[src/rtl/irq_arb_pkg.sv]
package irq_arb_pkg;
    localparam int LVL_W       = 2;
    localparam int BOOT_VEC    = 0;
    localparam int WDOG_VEC    = 1;
    localparam int PERIPH_VEC0 = 2;

    typedef logic [LVL_W-1:0] level_t;
endpackage

[src/rtl/irq_cfg_regs.sv]
module irq_cfg_regs
    import irq_arb_pkg::*;
#(
    parameter int NUM_SRC = 8,
    parameter int ADDR_W  = 16,
    parameter int CFG_AW  = 4
) (
    input  logic                       clk,
    input  logic                       rst_n,
    input  logic                       we,
    input  logic [CFG_AW-1:0]          addr,
    input  logic [ADDR_W-1:0]          wdata,
    output logic [NUM_SRC-1:0][LVL_W-1:0] lvl_o,
    output logic [ADDR_W-1:0]          base_o
);
    typedef struct packed {
        logic [NUM_SRC-1:0][LVL_W-1:0] lvl;
        logic [ADDR_W-1:0]             base;
    } cfg_state_t;

    cfg_state_t st_d, st_q;

    always_comb begin
        st_d = st_q;
        if (we) begin
            if (addr == '0) begin
                st_d.base = wdata;
            end
            for (int k = 0; k < NUM_SRC; k++) begin
                if (addr == CFG_AW'(k + 1)) begin
                    st_d.lvl[k] = wdata[LVL_W-1:0];
                end
            end
        end
    end

    always_ff @(posedge clk) begin
        if (!rst_n) begin
            st_q <= '0;
        end else begin
            st_q <= st_d;
        end
    end

    assign lvl_o  = st_q.lvl;
    assign base_o = st_q.base;
endmodule

[src/rtl/irq_prio_pick.sv]
module irq_prio_pick
    import irq_arb_pkg::*;
#(
    parameter int NUM_SRC = 8,
    parameter int VEC_W   = 4
) (
    input  logic                          boot,
    input  logic                          wdog,
    input  logic [NUM_SRC-1:0]            req,
    input  logic [NUM_SRC-1:0][LVL_W-1:0] lvl,
    input  logic [LVL_W-1:0]              mask,
    output logic                          hit,
    output logic [VEC_W-1:0]              vec
);
    localparam int IDX_W = (NUM_SRC > 1) ? $clog2(NUM_SRC) : 1;

    logic [NUM_SRC-1:0] qual;
    logic               periph_hit;
    level_t             best_lvl;
    logic [IDX_W-1:0]   best_idx;

    for (genvar g = 0; g < NUM_SRC; g++) begin : g_qual
        assign qual[g] = req[g] && (lvl[g] > mask);
    end

    // Scan from the top index down; ">=" lets a lower index take a tie.
    always_comb begin
        periph_hit = 1'b0;
        best_lvl   = '0;
        best_idx   = '0;
        for (int i = NUM_SRC - 1; i >= 0; i--) begin
            if (qual[i] && (!periph_hit || lvl[i] >= best_lvl)) begin
                periph_hit = 1'b1;
                best_lvl   = lvl[i];
                best_idx   = IDX_W'(i);
            end
        end
    end

    always_comb begin
        hit = boot || wdog || periph_hit;
        if (boot) begin
            vec = VEC_W'(BOOT_VEC);
        end else if (wdog) begin
            vec = VEC_W'(WDOG_VEC);
        end else begin
            vec = VEC_W'(PERIPH_VEC0) + VEC_W'(best_idx);
        end
    end
endmodule

[src/rtl/irq_vector_arbiter.sv]
module irq_vector_arbiter
    import irq_arb_pkg::*;
#(
    parameter int NUM_SRC = 8,
    parameter int ADDR_W  = 16,
    localparam int CFG_AW = $clog2(NUM_SRC + 1),
    localparam int VEC_W  = $clog2(NUM_SRC + PERIPH_VEC0)
) (
    input  logic               clk,
    input  logic               rst_n,
    input  logic               boot_req,
    input  logic               wdog_req,
    input  logic [NUM_SRC-1:0] irq_req,
    input  logic [LVL_W-1:0]   core_mask,
    input  logic               cfg_we,
    input  logic [CFG_AW-1:0]  cfg_addr,
    input  logic [ADDR_W-1:0]  cfg_wdata,
    output logic               irq_valid,
    output logic [VEC_W-1:0]   irq_vector,
    output logic [ADDR_W-1:0]  irq_addr,
    input  logic               irq_ack
);
    typedef struct packed {
        logic              valid;
        logic [VEC_W-1:0]  vec;
        logic [ADDR_W-1:0] addr;
    } grant_t;

    logic [NUM_SRC-1:0][LVL_W-1:0] lvl;
    logic [ADDR_W-1:0]             base;
    logic                          pick_hit;
    logic [VEC_W-1:0]              pick_vec;
    grant_t                        gr_d, gr_q;

    irq_cfg_regs #(
        .NUM_SRC(NUM_SRC),
        .ADDR_W (ADDR_W),
        .CFG_AW (CFG_AW)
    ) i_cfg (
        .clk   (clk),
        .rst_n (rst_n),
        .we    (cfg_we),
        .addr  (cfg_addr),
        .wdata (cfg_wdata),
        .lvl_o (lvl),
        .base_o(base)
    );

    irq_prio_pick #(
        .NUM_SRC(NUM_SRC),
        .VEC_W  (VEC_W)
    ) i_pick (
        .boot(boot_req),
        .wdog(wdog_req),
        .req (irq_req),
        .lvl (lvl),
        .mask(core_mask),
        .hit (pick_hit),
        .vec (pick_vec)
    );

    always_comb begin
        gr_d = gr_q;
        if (gr_q.valid) begin
            if (irq_ack) begin
                gr_d.valid = 1'b0;
            end
        end else if (pick_hit) begin
            gr_d.valid = 1'b1;
            gr_d.vec   = pick_vec;
            gr_d.addr  = base + (ADDR_W'(pick_vec) << 1);
        end
    end

    always_ff @(posedge clk) begin
        if (!rst_n) begin
            gr_q <= '0;
        end else begin
            gr_q <= gr_d;
        end
    end

    assign irq_valid  = gr_q.valid;
    assign irq_vector = gr_q.vec;
    assign irq_addr   = gr_q.addr;

    a_r1_boot_first: assert property (@(posedge clk) disable iff (!rst_n)
        (boot_req && !irq_valid) |=> (irq_valid && irq_vector == VEC_W'(BOOT_VEC)));

    a_r2_wdog_next: assert property (@(posedge clk) disable iff (!rst_n)
        (wdog_req && !boot_req && !irq_valid) |=> (irq_valid && irq_vector == VEC_W'(WDOG_VEC)));

    a_r8_hold_stable: assert property (@(posedge clk) disable iff (!rst_n)
        (irq_valid && !irq_ack) |=> (irq_valid && $stable(irq_vector) && $stable(irq_addr)));

    a_r9_ack_release: assert property (@(posedge clk) disable iff (!rst_n)
        (irq_valid && irq_ack) |=> !irq_valid);
endmodule

[config.mk]
export PLATFORM = sky130hd
export DESIGN_NAME = irq_vector_arbiter
export DESIGN_NICKNAME = d
export VERILOG_FILES = /design/src/rtl/irq_arb_pkg.sv /design/src/rtl/irq_cfg_regs.sv /design/src/rtl/irq_prio_pick.sv /design/src/rtl/irq_vector_arbiter.sv
export SDC_FILE = /design/constraint.sdc
export NUM_CORES = 1
export LEC_CHECK = 0
export BUFFER_PORTS_ARGS = -buffer_cell sky130_fd_sc_hd__buf_2
export CORE_UTILIZATION = 60
export CTS_CLUSTER_SIZE = 40
export DETAILED_ROUTE_END_ITERATION = 10
export GPL_TIMING_DRIVEN = 1
export PLACE_DENSITY_LB_ADDON = 0.1
export SYNTH_ARGS = -nofsm -noshare
export SYNTH_HDL_FRONTEND = slang
export SYNTH_HIERARCHICAL = 1
export SYNTH_SLANG_ARGS = --single-unit
[constraint.sdc]
create_clock -name clk -period 19.2 [get_ports clk]
set_clock_uncertainty 0.2 [all_clocks]
set_input_delay 3.84 -clock clk [delete_from_list [all_inputs] [get_ports clk]]
set_output_delay 3.84 -clock clk [all_outputs]
set_load 0.005 [all_outputs]
==> results of run 1 <==
## cells by family (layout without fill, tap and decap cells)
family          Yosys count  in the layout  synth area share
mux                      34             34           0.09697
buf+inv                  32             81           0.04883
simple gates            156            156            0.2197
compound gates          100            100            0.2122
fa+ha+maj                36             36            0.1259
xor+xnor                  2              2          0.004815
flops                    53             53            0.2916
## how the worst max path moves through the flow
| stage | end | cells past startpoint |
|---|---|---|
| finish | irq_addr[9] | 54 |
| global route | irq_addr[5] | 55 |
| CTS | irq_addr[9] | 54 |
| detailed placement | irq_addr[9] | 54 |
| global placement | irq_addr[9] | 55 |
| floorplan | irq_addr[9] | 54 |
## power groups by stage
stage | Clock [mW] | Sequential (mW) | Combinational, mW
3_5_place_dp | 0 | 0.119 | 0.0437
4_1_cts | 0.0642 | 0.116 | 0.0439
3_3_place_gp | 0 | 0.119 | 0.0425
2_1_floorplan | 0 | 0.119 | 0.0310
6_report | 0.0623 | 0.116 | 0.0439
5_1_grt | 0.0689 | 0.117 | 0.0497
## per-stage QoR
stage | hold slack (ns) | power [mW]
finish | 0.2602 | 0.2226
global route | 0.2850 | 0.2355
CTS | 0.2577 | 0.2245
detailed placement | 0.2454 | 0.1627
global placement | 0.2390 | 0.1613
floorplan | 0.2321 | 0.1501
## final cells by class
| cell class | instances | area share |
|---|---|---|
| Clock buffer | 7 | 0.02162 |
| Inverter | 16 | 0.01504 |
| Multi-Input combinational cell | 328 | 0.6011 |
| Sequential cell | 53 | 0.2657 |
| Tap cell | 72 | 0.02256 |
| Timing Repair Buffer | 58 | 0.07396 |
## registers in the layout (all words and copies together) (netlist names)
signal	flops
irq_addr	16
i_cfg/lvl_o	16
irq_valid	1
i_cfg/base_o	16
irq_vector	4
## worst min-delay path, stage by stage, from the launching register on
cell and delay [ns]:
dfxtp_1 0.31, nand2_1 0.05, a21oi_1 0.06
## synthesized netlist by cell type (3+ instances only)
| cell type | number |
|---|---|
| a31oi_1 | 9 |
| inv_1 | 16 |
| clkbuf_1 | 7 |
| o211ai_1 | 4 |
| nand2b_1 | 10 |
| nand4_1 | 3 |
| nand2_1 | 85 |
| o21ai_0 | 19 |
| nor2_1 | 13 |
| nand3b_1 | 3 |
| ha_1 | 35 |
| nor2b_1 | 6 |
| a211oi_1 | 4 |
| o21ai_1 | 3 |
| o21a_4 | 3 |
| o31ai_1 | 3 |
| a21oi_2 | 3 |
| a21o_1 | 4 |
| buf_6 | 3 |
| a21oi_1 | 19 |
| nor2b_4 | 4 |
| or3_1 | 7 |
| o22ai_1 | 4 |
| a221oi_2 | 3 |
| nand3_1 | 4 |
| mux2i_1 | 33 |
| dfxtp_1 | 53 |
| and2_1 | 3 |
## routing by layer
metal	vias up	routed length, um	track usage
met4	0	57	0.05357
met3	7	302	0.04343
met5	-	0	0
met1	1471	3583	0.3366
li1	1582	-	-
met2	74	3683	0.4436
==> results.yml, run 1 <==
outcome:
  status: "finished clean"
global_route:
  grt_usage: 0.2576
  antenna_found_initial: 0
  grt_pass1_wl_mm: 13.11
  grt_pass1_vias: 2922
  overflow: 0
  grt_max_degree: 60
min_path:
  min_path_cells: 2
  whs_endpoint: "irq_vector[1]"
  hp-class: "reg2reg"
  hold_start: "irq_vector[1]"
critical_path:
  crit_top_cell: "ha_1"
  cp-end-kind: "flop"
  slowest_delay_ns: 0.57
  r2r_setup_slack_ns: 7.84
  cp_max_fo: 11
  r2r.worst_path.cells: 53
  start_kind: "input pin"
  slowest_stage: "a21oi_1"
  cp.required_ns: 19.22
  crit_family: "compound AO/OA/AOI/OAI gates"
  timing.rr.start: "i_cfg/lvl_o[14]"
  arrival_ns: 14.84
  critPathKind: "in2reg"
  critPathBufInv: 3
  crit_start: "core_mask[1]"
  r2r-end: "irq_addr[9]"
layout:
  mostFrequentLayoutCells: "85 x nand2_1, 56 x buf_2, 53 x dfxtp_1"
  final_area_um2: 3993
  fillers: 483
  multi_input_area_um2: 2400
  finalNonFillerCells: 534
  seq_area_um2: 1061
  final_core_utilization: 0.7035
  final_nets: 534
  final_common_cell: "nand2_1"
  diodes: 0
  drive_gt1_frac: 0.2186
  syn_to_final_growth_pct: 9.732
die:
  io_pins: 57
  initial_core_util: 0.6411
  die_x_um: 79.87
  dieHeight_um: 79.87
  num_rows: 27
  die-area_um2: 6379
  core_um2: 5675
cts:
  cts_setup_buffers: 0
  cts-root-buf: "clkbuf_8"
  clkTransAtPathRegs_ns: 0.09
  cts-buffers-inserted: 5
  cts_resized: 0
  htreeDepth: 2
  cts_hold_buf: 0
  clock_sinks: 53
  cts_tree: "done"
  insertion_delay_ns: 0.30
  cts_max_path_buffers: 2
power_and_ir_drop:
  p_leak_nw: 1.676
  switching_share: 0.2764
  p_clk_frac: 0.280
  power_frac_seq: 0.523
  p_comb_frac: 0.197
  peakVddDrop_mv: 0.04493
  p_sw_mw: 0.06152
  power.density_nw_per_um2: 55.75
  p_int_mw: 0.1611
timing:
  finalSetupTns_ns: 0
  final_max_slew_viol_count: 0
  period_share: 0.7718
  finalSetupViolations: 0
  worst_pin_slew_ns: 0.9443
  layout_setup_ws_ns: 4.381
  fmax_mhz: 67.48
  rsz0062_at_grt: "no"
  min_period_ns: 14.82
  hold_viol: 0
  max_slew_margin: 0.3705
synth:
  yosys_most_used_dff: "dfxtp_1"
  async_flop_share: 0
  synth.area.top_cells: "dfxtp_1 29%, ha_1 12%, mux2i_1 9.1%"
  synth.net_count: 485
  yosysWarnings: 6
  synth.distinct_cells: 68
  synth_edf_count: 0
  ys_seq_area_frac: 0.2916
  syn_area_um2: 3638
  synth_top_area_frac: 0.2916
  syn_inst: 413
  synth_top_area_cell: "dfxtp_1"
  synth_area_per_cell_um2: 8.810
  synth.ff_latch_count: 53
place:
  dp_hpwl_mm: 5.879
  dp.cells: 527
  dp_slack_ns: 4.181
  postPlaceCellArea_um2: 3906
  portBuffers: 56
  gp_congestion: 0.9418
drt:
  vias: 3134
  drcViolationCount: 0
  drt-pass1-iter-count: 4
  wl_per_cell_um: 14.28
  viasPerCell: 5.869
  ant_nets: 0
  dr.first_iter.drc_count: 164
  routed_wl_mm: 7.625
flow_run:
  drv_cap: 0
Note: power is estimated with default switching activity, not from simulation.
==> inputs of run 2 (changes only) <==
CORE_UTILIZATION = 57   (was 60)
clock period = 13.72 ns   (was 19.2 ns; I/O delays follow)
==> results.yml, run 2 (synthesized netlist as in run 1, its figures left out) <==
outcome:
  status: "finished clean"
cts:
  cts_tree: "done"
  cts_setup_buffers: 0
  cts_max_path_buffers: 2
  cts_hold_buf: 0
  cts-buffers-inserted: 5
  clkTransAtPathRegs_ns: 0.10
  clock_sinks: 53
  insertion_delay_ns: 0.31
  htreeDepth: 2
  cts-root-buf: "clkbuf_8"
timing:
  layout_setup_ws_ns: 0.6727
  holdWs_ns: 0.2506
  finalSetupViolations: 0
  worst_pin_slew_ns: 0.5905
  rsz0062_at_grt: "no"
  min_period_ns: 13.05
  fmax_mhz: 76.64
  finalSetupTns_ns: 0
  final_max_slew_viol_count: 0
  hold_viol: 0
  period_share: 0.9510
  max_slew_margin: 0.6046
die:
  core_um2: 6026
  die-area_um2: 6707
  io_pins: 57
  initial_core_util: 0.6038
  num_rows: 28
  dieHeight_um: 81.90
  die_x_um: 81.90
layout:
  diodes: 0
  mostFrequentLayoutCells: "85 x nand2_1, 56 x buf_2, 53 x dfxtp_1"
  final_common_cell: "nand2_1"
  drive_gt1_frac: 0.2339
  final_nets: 537
  syn_to_final_growth_pct: 11.28
min_path:
  hp-class: "reg2reg"
  min_path_cells: 2
  hold_start: "i_cfg/base_o[0]"
  whs_endpoint: "irq_addr[0]"
critical_path:
  cp_max_fo: 11
  r2r.worst_path.cells: 54
  timing.rr.start: "i_cfg/lvl_o[14]"
  start_kind: "input pin"
  critPathBufInv: 3
  crit_family: "compound AO/OA/AOI/OAI gates"
  critPathKind: "in2reg"
  r2r_setup_slack_ns: 2.74
  slowest_stage: "or4_1"
  cp-end-kind: "flop"
  r2r-end: "irq_addr[15]"
  cp.required_ns: 13.76
  arrival_ns: 13.09
  slowest_delay_ns: 0.47
  crit_top_cell: "ha_1"
power_and_ir_drop:
  p_leak_nw: 1.697
  total_power_mw: 0.3151
  peakVddDrop_mv: 0.06696
  power.density_nw_per_um2: 77.83
global_route:
  antenna_found_initial: 0
  grt_pass1_vias: 2794
  overflow: 0
  grt_max_degree: 60
  grt_usage: 0.2419
  grt_pass1_wl_mm: 12.61
place:
  dp_slack_ns: 0.2669
  dp_hpwl_mm: 5.903
  portBuffers: 56
  gp_congestion: 0.8755
drt:
  drt-pass1-iter-count: 4
  viasPerCell: 5.726
  wl_per_cell_um: 14.40
  drcViolationCount: 0
  dr.first_iter.drc_count: 124
  vias: 3098
  routed_wl_mm: 7.793
  ant_nets: 0
flow_run:
  drv_cap: 0
run 2: how the worst max path moves through the flow:
stage / from / end / slack (ns) / cells after the start
3_5_place_dp: core_mask[0] / irq_addr[15] / 0.27 / 54
3_3_place_gp: core_mask[1] / irq_addr[15] / 0.53 / 55
2_1_floorplan: core_mask[1] / irq_addr[9] / 1.24 / 54
5_1_grt: core_mask[1] / irq_addr[12] / 0.01 / 54
4_1_cts: core_mask[0] / irq_addr[15] / 0.57 / 54
6_report: core_mask[0] / irq_addr[15] / 0.67 / 54
run 2: timing repair:
| action | in CTS | in global routing |
|---|---|---|
| endpoints found under the setup margin | 0 | 10 |
| hold endpoints to repair | 0 | 0 |
| resized for setup | 0 | 5 |
run 2: final cells by class:
type	count	area, um^2
flip-flops and latches	53	1061
clock buffers	6	72.57
inverters	16	60.06
repair buffers	61	317.8
fillers	559	1977
well taps	75	93.84
clock inverters	2	13.76
multi-input cells	328	2430
run 2: per-stage QoR:
step	utilization	instances	instance area, um^2
floorplan	-	413	3638
global placement	0.6526	533	3933
detailed placement	0.6526	533	3933
CTS	0.6669	541	4019
global route	0.6719	541	4049
finish	0.6719	541	4049
run 2: worst register-to-register path: cells and delay by family (launching register included):
kind                       cells  cell delay [ns]
AOI/OAI and AO/OA             27             4.86
adders and majority gates     10             2.71
buffers and inverters          3             0.34
DFF                            1             0.45
muxes                          1             0.29
and+or+nand+nor               13             2.09
run 2: power by group:
part	switching [mW]	internal, mW	leakage [nW]	total (mW)
sequential	0.00333	0.159	0.430	0.163
combinational	0.0365	0.0267	1.22	0.0632
clock	0.0526	0.0365	0.0456	0.0891
total	0.0924	0.223	1.70	0.315
run 2: layer usage:
| layer | wire, um | GRT usage | vias to the layer above |
|---|---|---|---|
| met2 | 3596 | 0.4099 | 56 |
| met3 | 272 | 0.03556 | 6 |
| met5 | 0 | 0 | - |
| li1 | - | - | 1581 |
| met1 | 3883 | 0.3241 | 1455 |
| met4 | 40 | 0.04912 | 0 |
==> inputs of run 3 (changes only) <==
CORE_UTILIZATION = 50   (was 57)
==> results.yml, run 3 (synthesized netlist as in run 1, its figures left out) <==
die:
  dieHeight_um: 87.31
  die-area_um2: 7622
  io_pins: 57
  die_x_um: 87.31
  num_rows: 30
  initial_core_util: 0.5268
  core_um2: 6907
place:
  portBuffers: 56
  dp.cells: 554
  gp_congestion: 0.8111
  dp_hpwl_mm: 5.845
  dp_slack_ns: 0.2597
critical_path:
  slowest_stage: "or4_1"
  critPathKind: "in2reg"
  cp.required_ns: 13.75
  cp_max_fo: 10
  crit_top_cell: "ha_1"
  cp-end-kind: "flop"
  slowest_delay_ns: 0.52
  arrival_ns: 12.95
  start_kind: "input pin"
  r2r.worst_path.cells: 53
layout:
  syn_to_final_growth_pct: 13.86
  final_nets: 540
  diodes: 0
  seq_area_um2: 1061
  drive_gt1_frac: 0.2388
  final_common_cell: "nand2_1"
  mostFrequentLayoutCells: "85 x nand2_1, 56 x buf_2, 53 x dfxtp_1"
  finalNonFillerCells: 565
  multi_input_area_um2: 2441
  fillers: 691
  final_core_utilization: 0.5998
cts:
  htreeDepth: 2
  cts-root-buf: "clkbuf_8"
  cts_max_path_buffers: 2
  cts_hold_buf: 0
  clock_sinks: 53
  cts_tree: "done"
  clkTransAtPathRegs_ns: 0.10
  cts-buffers-inserted: 5
  insertion_delay_ns: 0.30
power_and_ir_drop:
  p_comb_frac: 0.186
  p_sw_mw: 0.09073
  switching_share: 0.2695
  power.density_nw_per_um2: 81.25
  peakVddDrop_mv: 0.05174
  p_clk_frac: 0.330
  p_leak_nw: 1.724
  power_frac_seq: 0.484
  p_int_mw: 0.2459
outcome:
  status: "finished clean"
drt:
  wl_per_cell_um: 13.53
  routed_wl_mm: 7.646
  viasPerCell: 5.432
  ant_nets: 0
  drt-pass1-iter-count: 4
  drcViolationCount: 0
  vias: 3069
  dr.first_iter.drc_count: 168
timing:
  layout_setup_ws_ns: 0.8049
  min_period_ns: 12.92
  finalSetupTns_ns: 0
  period_share: 0.9413
  rsz0062_at_grt: "no"
  worst_pin_slew_ns: 0.5692
  hold_viol: 0
  final_max_slew_viol_count: 0
  finalSetupViolations: 0
  fmax_mhz: 77.43
  max_slew_margin: 0.6189
global_route:
  grt_pass1_wl_mm: 12.97
  grt_usage: 0.2101
  antenna_found_initial: 0
  grt_max_degree: 60
  grt_pass1_vias: 2843
  overflow: 0
flow_run:
  drv_cap: 0
min_path:
  hp-class: "reg2reg"
  min_path_cells: 2
-- run 3: path summary, 6_finish.rpt --
| path | start | end | slack, ns |
|---|---|---|---|
| min | i_cfg/base_o[0] | irq_addr[0] | 0.25 |
| max | core_mask[0] | irq_addr[12] | 0.80 |
| min reg2reg | i_cfg/base_o[0] | irq_addr[0] | 0.25 |
| max reg2reg | i_cfg/lvl_o[14] | irq_addr[12] | 2.89 |
-- run 3: per-stage QoR --
step / hold WS (ns) / instance area (um^2) / power (mW)
finish: 0.2525 / 4143 / 0.3366
global placement: 0.2396 / 3959 / 0.2267
floorplan: 0.2321 / 3638 / 0.2100
global route: 0.2764 / 4143 / 0.3548
CTS: 0.2556 / 4079 / 0.3378
detailed placement: 0.2441 / 3959 / 0.2281
-- run 3: worst max-delay path: cells and delay by family --
kind	cells	cell delay, ns
compound gates	27	4.84
fa+ha+maj	10	2.65
simple gates	13	2.16
buf+inv	2	0.27
mux	1	0.26
-- run 3: power groups by stage --
stage / Clock [mW] / Sequential [mW] / Combinational [mW]
after floorplan: 0 / 0.167 / 0.0434
after global placement: 0 / 0.166 / 0.0603
after detailed placement: 0 / 0.167 / 0.0616
after CTS: 0.113 / 0.163 / 0.0618
after global routing: 0.120 / 0.164 / 0.0710
final: 0.111 / 0.163 / 0.0627
-- run 3: final cells by class --
class,count,area share
inverter,16,0.01450
multi-input combinational,328,0.5892
sequential,53,0.2561
timing repair buffer,64,0.08215
clock inverter,2,0.009061
tap,96,0.02899
clock buffer,6,0.01993
-- run 3: timing repair --
| item | CTS | global route |
|---|---|---|
| setup buffers | 0 | 3 |
| gates resized for setup | 0 | 6 |
| setup endpoints to repair | 0 | 11 |
-- run 3: per-layer routing --
metal  track usage  vias up  wire length [um]  part of all wire
li1              -     1591                 -                 -
met2        0.3445       49              3504              0.46
met3       0.02844        2               261             0.034
met5             0        -                 0                 0
met1        0.3024     1427              3862              0.51
met4       0.02235        0                18            0.0024
